<file path="src/rtl/chg_tmr_pkg.sv">
package chg_tmr_pkg;

    typedef enum logic [1:0] {
        ST_IDLE,
        ST_PRE,
        ST_FAST,
        ST_EXPIRED
    } tmr_state_t;

    localparam int unsigned PRE_HOURS = 4;
    localparam int unsigned MAX_HOURS = 20;
    localparam logic [1:0]  FAULT_NONE  = 2'b00;
    localparam logic [1:0]  FAULT_TIMER = 2'b11;

    function automatic int unsigned fast_hours(input logic [1:0] sel);
        int unsigned h;
        unique case (sel)
            2'b00: h = 5;
            2'b01: h = 8;
            2'b10: h = 12;
            2'b11: h = 20;
            default: h = 5;
        endcase
        return h;
    endfunction

endpackage

</file>
<file path="src/rtl/chg_tmr_rate.sv">
module chg_tmr_rate (
    input  logic clk,
    input  logic rst_n,
    input  logic clr_i,
    input  logic tick_i,
    input  logic reg_any_i,
    input  logic slow_en_i,
    output logic adv_o
);

    logic gated;
    logic ph_q;

    assign gated = slow_en_i && reg_any_i;
    assign adv_o = tick_i && (!gated || ph_q);

    always_ff @(posedge clk or negedge rst_n) begin
        if (!rst_n) begin
            ph_q <= 1'b0;
        end else if (clr_i || !gated) begin
            ph_q <= 1'b0;
        end else if (tick_i) begin
            ph_q <= ~ph_q;
        end
    end

    AST_ADV_NEEDS_TICK: assert property (@(posedge clk) disable iff (!rst_n)
        adv_o |-> tick_i);

    AST_FULL_RATE: assert property (@(posedge clk) disable iff (!rst_n)
        (tick_i && !slow_en_i) |-> adv_o);

endmodule

</file>
<file path="src/rtl/chg_tmr_count.sv">
module chg_tmr_count #(
    parameter int CW = 8
) (
    input  logic          clk,
    input  logic          rst_n,
    input  logic          clr_i,
    input  logic          run_i,
    input  logic          adv_i,
    input  logic [CW-1:0] limit_i,
    output logic          hit_o
);

    logic [CW-1:0] cnt_q;
    logic [CW:0]   cnt_nxt;

    assign cnt_nxt = {1'b0, cnt_q} + {{CW{1'b0}}, 1'b1};
    assign hit_o   = run_i && adv_i && (cnt_nxt >= {1'b0, limit_i});

    always_ff @(posedge clk or negedge rst_n) begin
        if (!rst_n) begin
            cnt_q <= '0;
        end else if (clr_i) begin
            cnt_q <= '0;
        end else if (run_i && adv_i) begin
            cnt_q <= cnt_nxt[CW-1:0];
        end
    end

    AST_CNT_CLEAR: assert property (@(posedge clk) disable iff (!rst_n)
        clr_i |=> (cnt_q == '0));

    AST_CNT_HOLD: assert property (@(posedge clk) disable iff (!rst_n)
        (run_i && !clr_i && !adv_i) |=> $stable(cnt_q));

endmodule

</file>
<file path="src/rtl/chg_safety_timer.sv">
module chg_safety_timer
    import chg_tmr_pkg::*;
#(
    parameter int TICKS_PER_HOUR = 3600
) (
    input  logic       clk,
    input  logic       rst_n,
    input  logic       tick_i,
    input  logic       bat_low_i,
    input  logic       chg_active_i,
    input  logic       vreg_i,
    input  logic       ireg_i,
    input  logic       treg_i,
    input  logic       tmr_en_i,
    input  logic [1:0] fast_sel_i,
    input  logic       slow_en_i,
    input  logic       fault_clr_i,
    output logic [1:0] fault_o,
    output logic       irq_o
);

    localparam int MAX_LIM = MAX_HOURS * TICKS_PER_HOUR;
    localparam int CW      = $clog2(MAX_LIM + 1);
    localparam logic [CW-1:0] PRE_LIM = CW'(PRE_HOURS * TICKS_PER_HOUR);

    tmr_state_t    st_q, st_nxt;
    logic [CW-1:0] lim_tab [4];
    logic [CW-1:0] limit;
    logic          run, clr, adv, hit, reg_any;
    logic          act_q, irq_q;
    logic [1:0]    fault_q;

    for (genvar g = 0; g < 4; g++) begin : g_lim
        assign lim_tab[g] = CW'(fast_hours(2'(g)) * TICKS_PER_HOUR);
    end

    assign reg_any = vreg_i || ireg_i || treg_i;
    assign run     = (st_q == ST_PRE) || (st_q == ST_FAST);
    assign clr     = !run || (st_nxt != st_q);
    assign limit   = (st_q == ST_PRE) ? PRE_LIM : lim_tab[fast_sel_i];

    chg_tmr_rate i_rate (
        .clk       (clk),
        .rst_n     (rst_n),
        .clr_i     (clr),
        .tick_i    (tick_i),
        .reg_any_i (reg_any),
        .slow_en_i (slow_en_i),
        .adv_o     (adv)
    );

    chg_tmr_count #(.CW(CW)) i_count (
        .clk     (clk),
        .rst_n   (rst_n),
        .clr_i   (clr),
        .run_i   (run),
        .adv_i   (adv),
        .limit_i (limit),
        .hit_o   (hit)
    );

    // next-state logic
    always_comb begin
        st_nxt = st_q;
        unique case (st_q)
            ST_IDLE: begin
                if (chg_active_i && tmr_en_i)
                    st_nxt = bat_low_i ? ST_PRE : ST_FAST;   // START_PRE / START_FAST
            end
            ST_PRE: begin
                if (!chg_active_i || !tmr_en_i) st_nxt = ST_IDLE;     // ABORT
                else if (hit)                   st_nxt = ST_EXPIRED;  // TIMEOUT
                else if (!bat_low_i)            st_nxt = ST_FAST;     // PROMOTE
            end
            ST_FAST: begin
                if (!chg_active_i || !tmr_en_i) st_nxt = ST_IDLE;     // ABORT
                else if (hit)                   st_nxt = ST_EXPIRED;  // TIMEOUT
            end
            ST_EXPIRED: begin
                if (fault_clr_i || !chg_active_i) st_nxt = ST_IDLE;   // RELEASE
            end
            default: st_nxt = ST_IDLE;
        endcase
    end

    // state register
    always_ff @(posedge clk or negedge rst_n) begin
        if (!rst_n) st_q <= ST_IDLE;
        else        st_q <= st_nxt;
    end

    // output register
    always_ff @(posedge clk or negedge rst_n) begin
        if (!rst_n) begin
            act_q   <= 1'b0;
            irq_q   <= 1'b0;
            fault_q <= FAULT_NONE;
        end else begin
            act_q <= chg_active_i;
            irq_q <= (st_nxt == ST_EXPIRED) && (st_q != ST_EXPIRED);
            if ((st_nxt == ST_EXPIRED) && (st_q != ST_EXPIRED))
                fault_q <= FAULT_TIMER;
            else if (fault_clr_i || (chg_active_i && !act_q))
                fault_q <= FAULT_NONE;
        end
    end

    assign fault_o = fault_q;
    assign irq_o   = irq_q;

    AST_IRQ_PULSE: assert property (@(posedge clk) disable iff (!rst_n)
        irq_o |=> !irq_o);

    AST_IRQ_WITH_FAULT: assert property (@(posedge clk) disable iff (!rst_n)
        irq_o |-> (fault_o == FAULT_TIMER));

    AST_DISABLED_QUIET: assert property (@(posedge clk) disable iff (!rst_n)
        !tmr_en_i |=> !irq_o);

    AST_FAULT_HOLD: assert property (@(posedge clk) disable iff (!rst_n)
        ((fault_o == FAULT_TIMER) && !fault_clr_i && !(chg_active_i && !act_q))
        |=> (fault_o == FAULT_TIMER));

    AST_NO_REPEAT_IRQ: assert property (@(posedge clk) disable iff (!rst_n)
        (st_q == ST_EXPIRED) |=> !irq_o);

endmodule

</file>
<file path="config.mk">
export PLATFORM = sky130hd
export DESIGN_NAME = chg_safety_timer
export DESIGN_NICKNAME = d
export VERILOG_FILES = /design/src/rtl/chg_tmr_pkg.sv /design/src/rtl/chg_tmr_rate.sv /design/src/rtl/chg_tmr_count.sv /design/src/rtl/chg_safety_timer.sv
export SDC_FILE = /design/constraint.sdc
export NUM_CORES = 1
export LEC_CHECK = 0
export BUFFER_PORTS_ARGS = -buffer_cell sky130_fd_sc_hd__buf_2
export CORE_MARGIN = 10
export CORE_UTILIZATION = 55
export CTS_CLUSTER_DIAMETER = 80
export DETAILED_ROUTE_END_ITERATION = 12
export GPL_TIMING_DRIVEN = 1
export PLACE_DENSITY = 0.77
export SYNTH_ARGS = -nofsm -noshare
export SYNTH_HDL_FRONTEND = slang
export SYNTH_SLANG_ARGS = --single-unit
</file>
<file path="constraint.sdc">
create_clock -name clk -period 3.7 [get_ports clk]
set_input_delay 0.74 -clock clk [delete_from_list [all_inputs] [get_ports clk]]
set_output_delay 0.74 -clock clk [all_outputs]
set_load 0.05 [all_outputs]
</file>
==> summary.md <==
| Metric | Value |
|---|---|
| CP required | slightly below 4 ns |
| Nets@finish | 289 |
| Final max-slew violation count | 0 |
| Main synth FF type | dfrtp_1 |
| CTS Buf Count | 3 |
| Adder-Cell Fraction of Synth Area | 0.129 |
| Arr. time, crit path | 3.77 ns |
| Worst Max-Slew Pin Slew | 0.881 ns |
| Worst path cell trace | ha_4 > nand3_1 > or4_4 > nor2_4 > nand3_2 > xnor2_1 > ha_1 > o21a_1 > o21ai_1 > a31oi_1 > nor4_1 > buf_4 > nor3_2 > buf_6 > nor4_2 |
| Syn nets | approximately 270 |
| Clk sinks | 23 |
| Core footprint | 0.00372 mm2 |
| Clock tree buffer depth | 2 |
| Post-synth EDFFs | 0 |
| Total track usage | 0.153 |
| Horiz. Die Dim | 82.4 um |
| DRT Pass-1 Iters | 4 |
| DRT antenna net count | 0 |
| Clk root buf | clkbuf_8 |
| Vias/cell | 6.14 |
| Final period util | 0.975 |
| DR WL/cell | 17.5 um |
| Die Y-Extent | 82.4 um |
| Vias in the first global route | 1,777 |
| Core Rows | 22 |
| Final WL | approximately 5300 um |
| DP Area | 0.00228 mm2 |
| Crit path max fanout | 7 |
| Largest net degree at the start of global routing | 24 |
| First-pass GRT wire length | 8320 um |
| Total of warnings raised by yosys | 0 |
| Share of cells above drive strength 1 | 0.245 |
| CTS H-tree depth | 1 |
| Total gr overflow | 0 |
| PD cells | a little over 400 mW/mm2 |
| Most common cell in the netlist | dfrtp_1 |
| Synth Area in XOR/XNOR | 0.123 |
| Compound-cell area share of the yosys netlist | 0.107 |
| Max Clock Skew | 0.00807 ns |
| Finished Cell Area | 0.00243 mm2 |
| Avg Cell Area, Syn | 9.19 um2 |
| Fillers | 318 |
| Post-synthesis sequential area ratio | 0.269 |
| LEAKAGE | 0.972 nW |
| Commonest cells in the netlist | dfrtp_1, ha_1, xnor2_1, nand2_1, nor2_1 |
| Layout area overhead | 13.7% |
| Share of the synthesized area in the top cell type | 0.269 |
| Worst Setup End Kind | flip-flop |
| FF+latch count, synth | 23 |
| Port bufs | 15 |
| Slowest CP cell | or4_4 |
| Final Hold Viols | 0 |
| Multiplexer share of the synthesized area | 0.0111 |
| RePlAce Congestion | 0.885 |
| Max-Cap Viols | 0 |
| Rel. slew slack | 0.408 |
| Critical Path Max Stage Delay | 0.55 ns |
| CTS tree | built |
| DR vias | 1,849 |
| Top cells by area, synth | dfrtp_1, ha_1, xnor2_1 |
| Critical Path Source Type | flip-flop |
| Cell Area, Synth | between 0.002 and 0.0025 mm2 |
| Drt drc | 0 |
| TNS Setup | 0 ns |
| ANT cells | 0 |
| Setup CP Type | reg2reg |
| Starting Density | 0.576 |
| Detailed placement HPWL | 3750 um |
| Setup Viol. Count Final | 0 |
| Clock transition at path regs | roughly 0.09 ns |
| Post-Syn Instances | 233 |
| Clk_lat worst skew | between 0.2 and 0.3 ns |
| Max Clk Rate | 277 MHz |
| Outcome | finished, final reports clean |
| IO Pins | 16 |
| Tot Pwr | 1.00 mW |
| Peak supply drop | 0.356 mV |
| Simple-gate share of the synthesized area | 0.313 |
| Synth area leader | dfrtp_1 |
| Largest family of logic cells by synthesized area | simple AND/OR/NAND/NOR gates |
| Worst Hold Class | in2async |
| Async SR Flop Fraction | 1.00 |
| Detailed Route Iter0 Violations | between 100 and 150 |
| Unique masters post-synth | 53 |
| Crit path time final | 3.61 ns |
| Initial antenna violation count | 0 |
| Die area | between 0.006 and 0.007 mm2 |
-- per-stage QoR --
step | util | instances | worst slack, ns | hold WS, ns
6_report | 0.655 | 301 | 0.0910 | 0.424
5_1_grt | 0.655 | 301 | -0.0638 | 0.460
4_1_cts | 0.627 | 298 | 0.0350 | 0.443
3_5_place_dp | 0.614 | 294 | 0.0837 | 0.563
3_3_place_gp | 0.614 | 294 | 0.208 | 0.532
2_1_floorplan | - | 233 | 0.0653 | 0.444
-- cell usage in the layout, fill, tap and decap left out, types with 4 or more instances in the layout --
cell      Yosys  routed
dfrtp_1      23      22
xnor2_1      19      19
nand2_1      18      18
o21ai_0       5       4
buf_4         2       7
xor2_1       11      11
nor4_2       11      13
nand4_1       7       7
nor3_1        5       5
ha_1         22      21
a21oi_1       5       5
nor2_1       15      14
inv_1         9       9
buf_2         0      15
nor4_1        9       5
o21a_1        4       4
nand2b_1      6       6
nand3_1      11      10
-- report_power, final --
part / internal [mW] / total [mW] / switching, mW
sequential: 0.271 / 0.293 / 0.0225
combinational: 0.182 / 0.552 / 0.369
clock: 0.0753 / 0.158 / 0.0827
-- final timing paths --
check | start | endpoint | slack (ns) | cells after the start
worst min-delay path | rst_n | i_count.cnt_q[6] | 0.42 | 1
worst max-delay path | i_count.cnt_q[1] | i_count.cnt_q[8] | 0.09 | 15
max in group asynchronous | rst_n | i_count.cnt_q[1] | 2.92 | 1
min in group clk | fault_o[0] | fault_o[0] | 0.59 | 1
worst max register to register | i_count.cnt_q[1] | i_count.cnt_q[8] | 0.09 | 15
worst min register to register | fault_o[0] | fault_o[0] | 0.59 | 1
-- logic make-up (layout without fill, tap and decap cells) --
group           count (synthesis)  after routing
mux                             2              2
simple gates                  104            104
buf+inv                        20             40
compound gates                 32             32
fa+ha+maj                      22             22
flops                          23             23
xor+xnor                       30             30
-- state kept, by name (all words and copies together) (netlist names) --
signal / cells
i_count.cnt_q: 17
st_q: 2
act_q: 1
fault_o: 1
i_rate.ph_q: 1
irq_o: 1
-- per-layer routing --
layer	GRT usage	vias to the layer above	part of all wire
met4	0.0561	0	0.010
met1	0.213	904	0.46
li1	-	891	-
met2	0.233	50	0.47
met3	0.0227	4	0.061
met5	0	-	0
-- worst max-delay path: cells and delay by family (launching register included) --
family / cells / cell delay [ns]
compound gates: 3 / 0.40
flops: 1 / 0.45
buf+inv: 2 / 0.39
simple gates: 7 / 1.62
fa+ha+maj: 2 / 0.48
xor+xnor: 1 / 0.15
-- area by class of cell --
| type | instances | area, um2 | area share |
|---|---|---|---|
| Inverter | 10 | 37.5 | 0.0154 |
| Clock inverter | 1 | 5.00 | 0.00206 |
| Tap cell | 48 | 60.1 | 0.0247 |
| Sequential cell | 23 | 577 | 0.237 |
| Multi-Input combinational cell | 190 | 1530 | 0.629 |
| Clock buffer | 3 | 41.3 | 0.0170 |
| Timing Repair Buffer | 26 | 181 | 0.0745 |
-- timing repair --
action	4_1_cts	5_1_grt
hold buffers	0	0
setup endpoints to repair	0	18
gates resized for setup	0	21
setup buffers	0	1
Power figures use the tool's default switching activity.
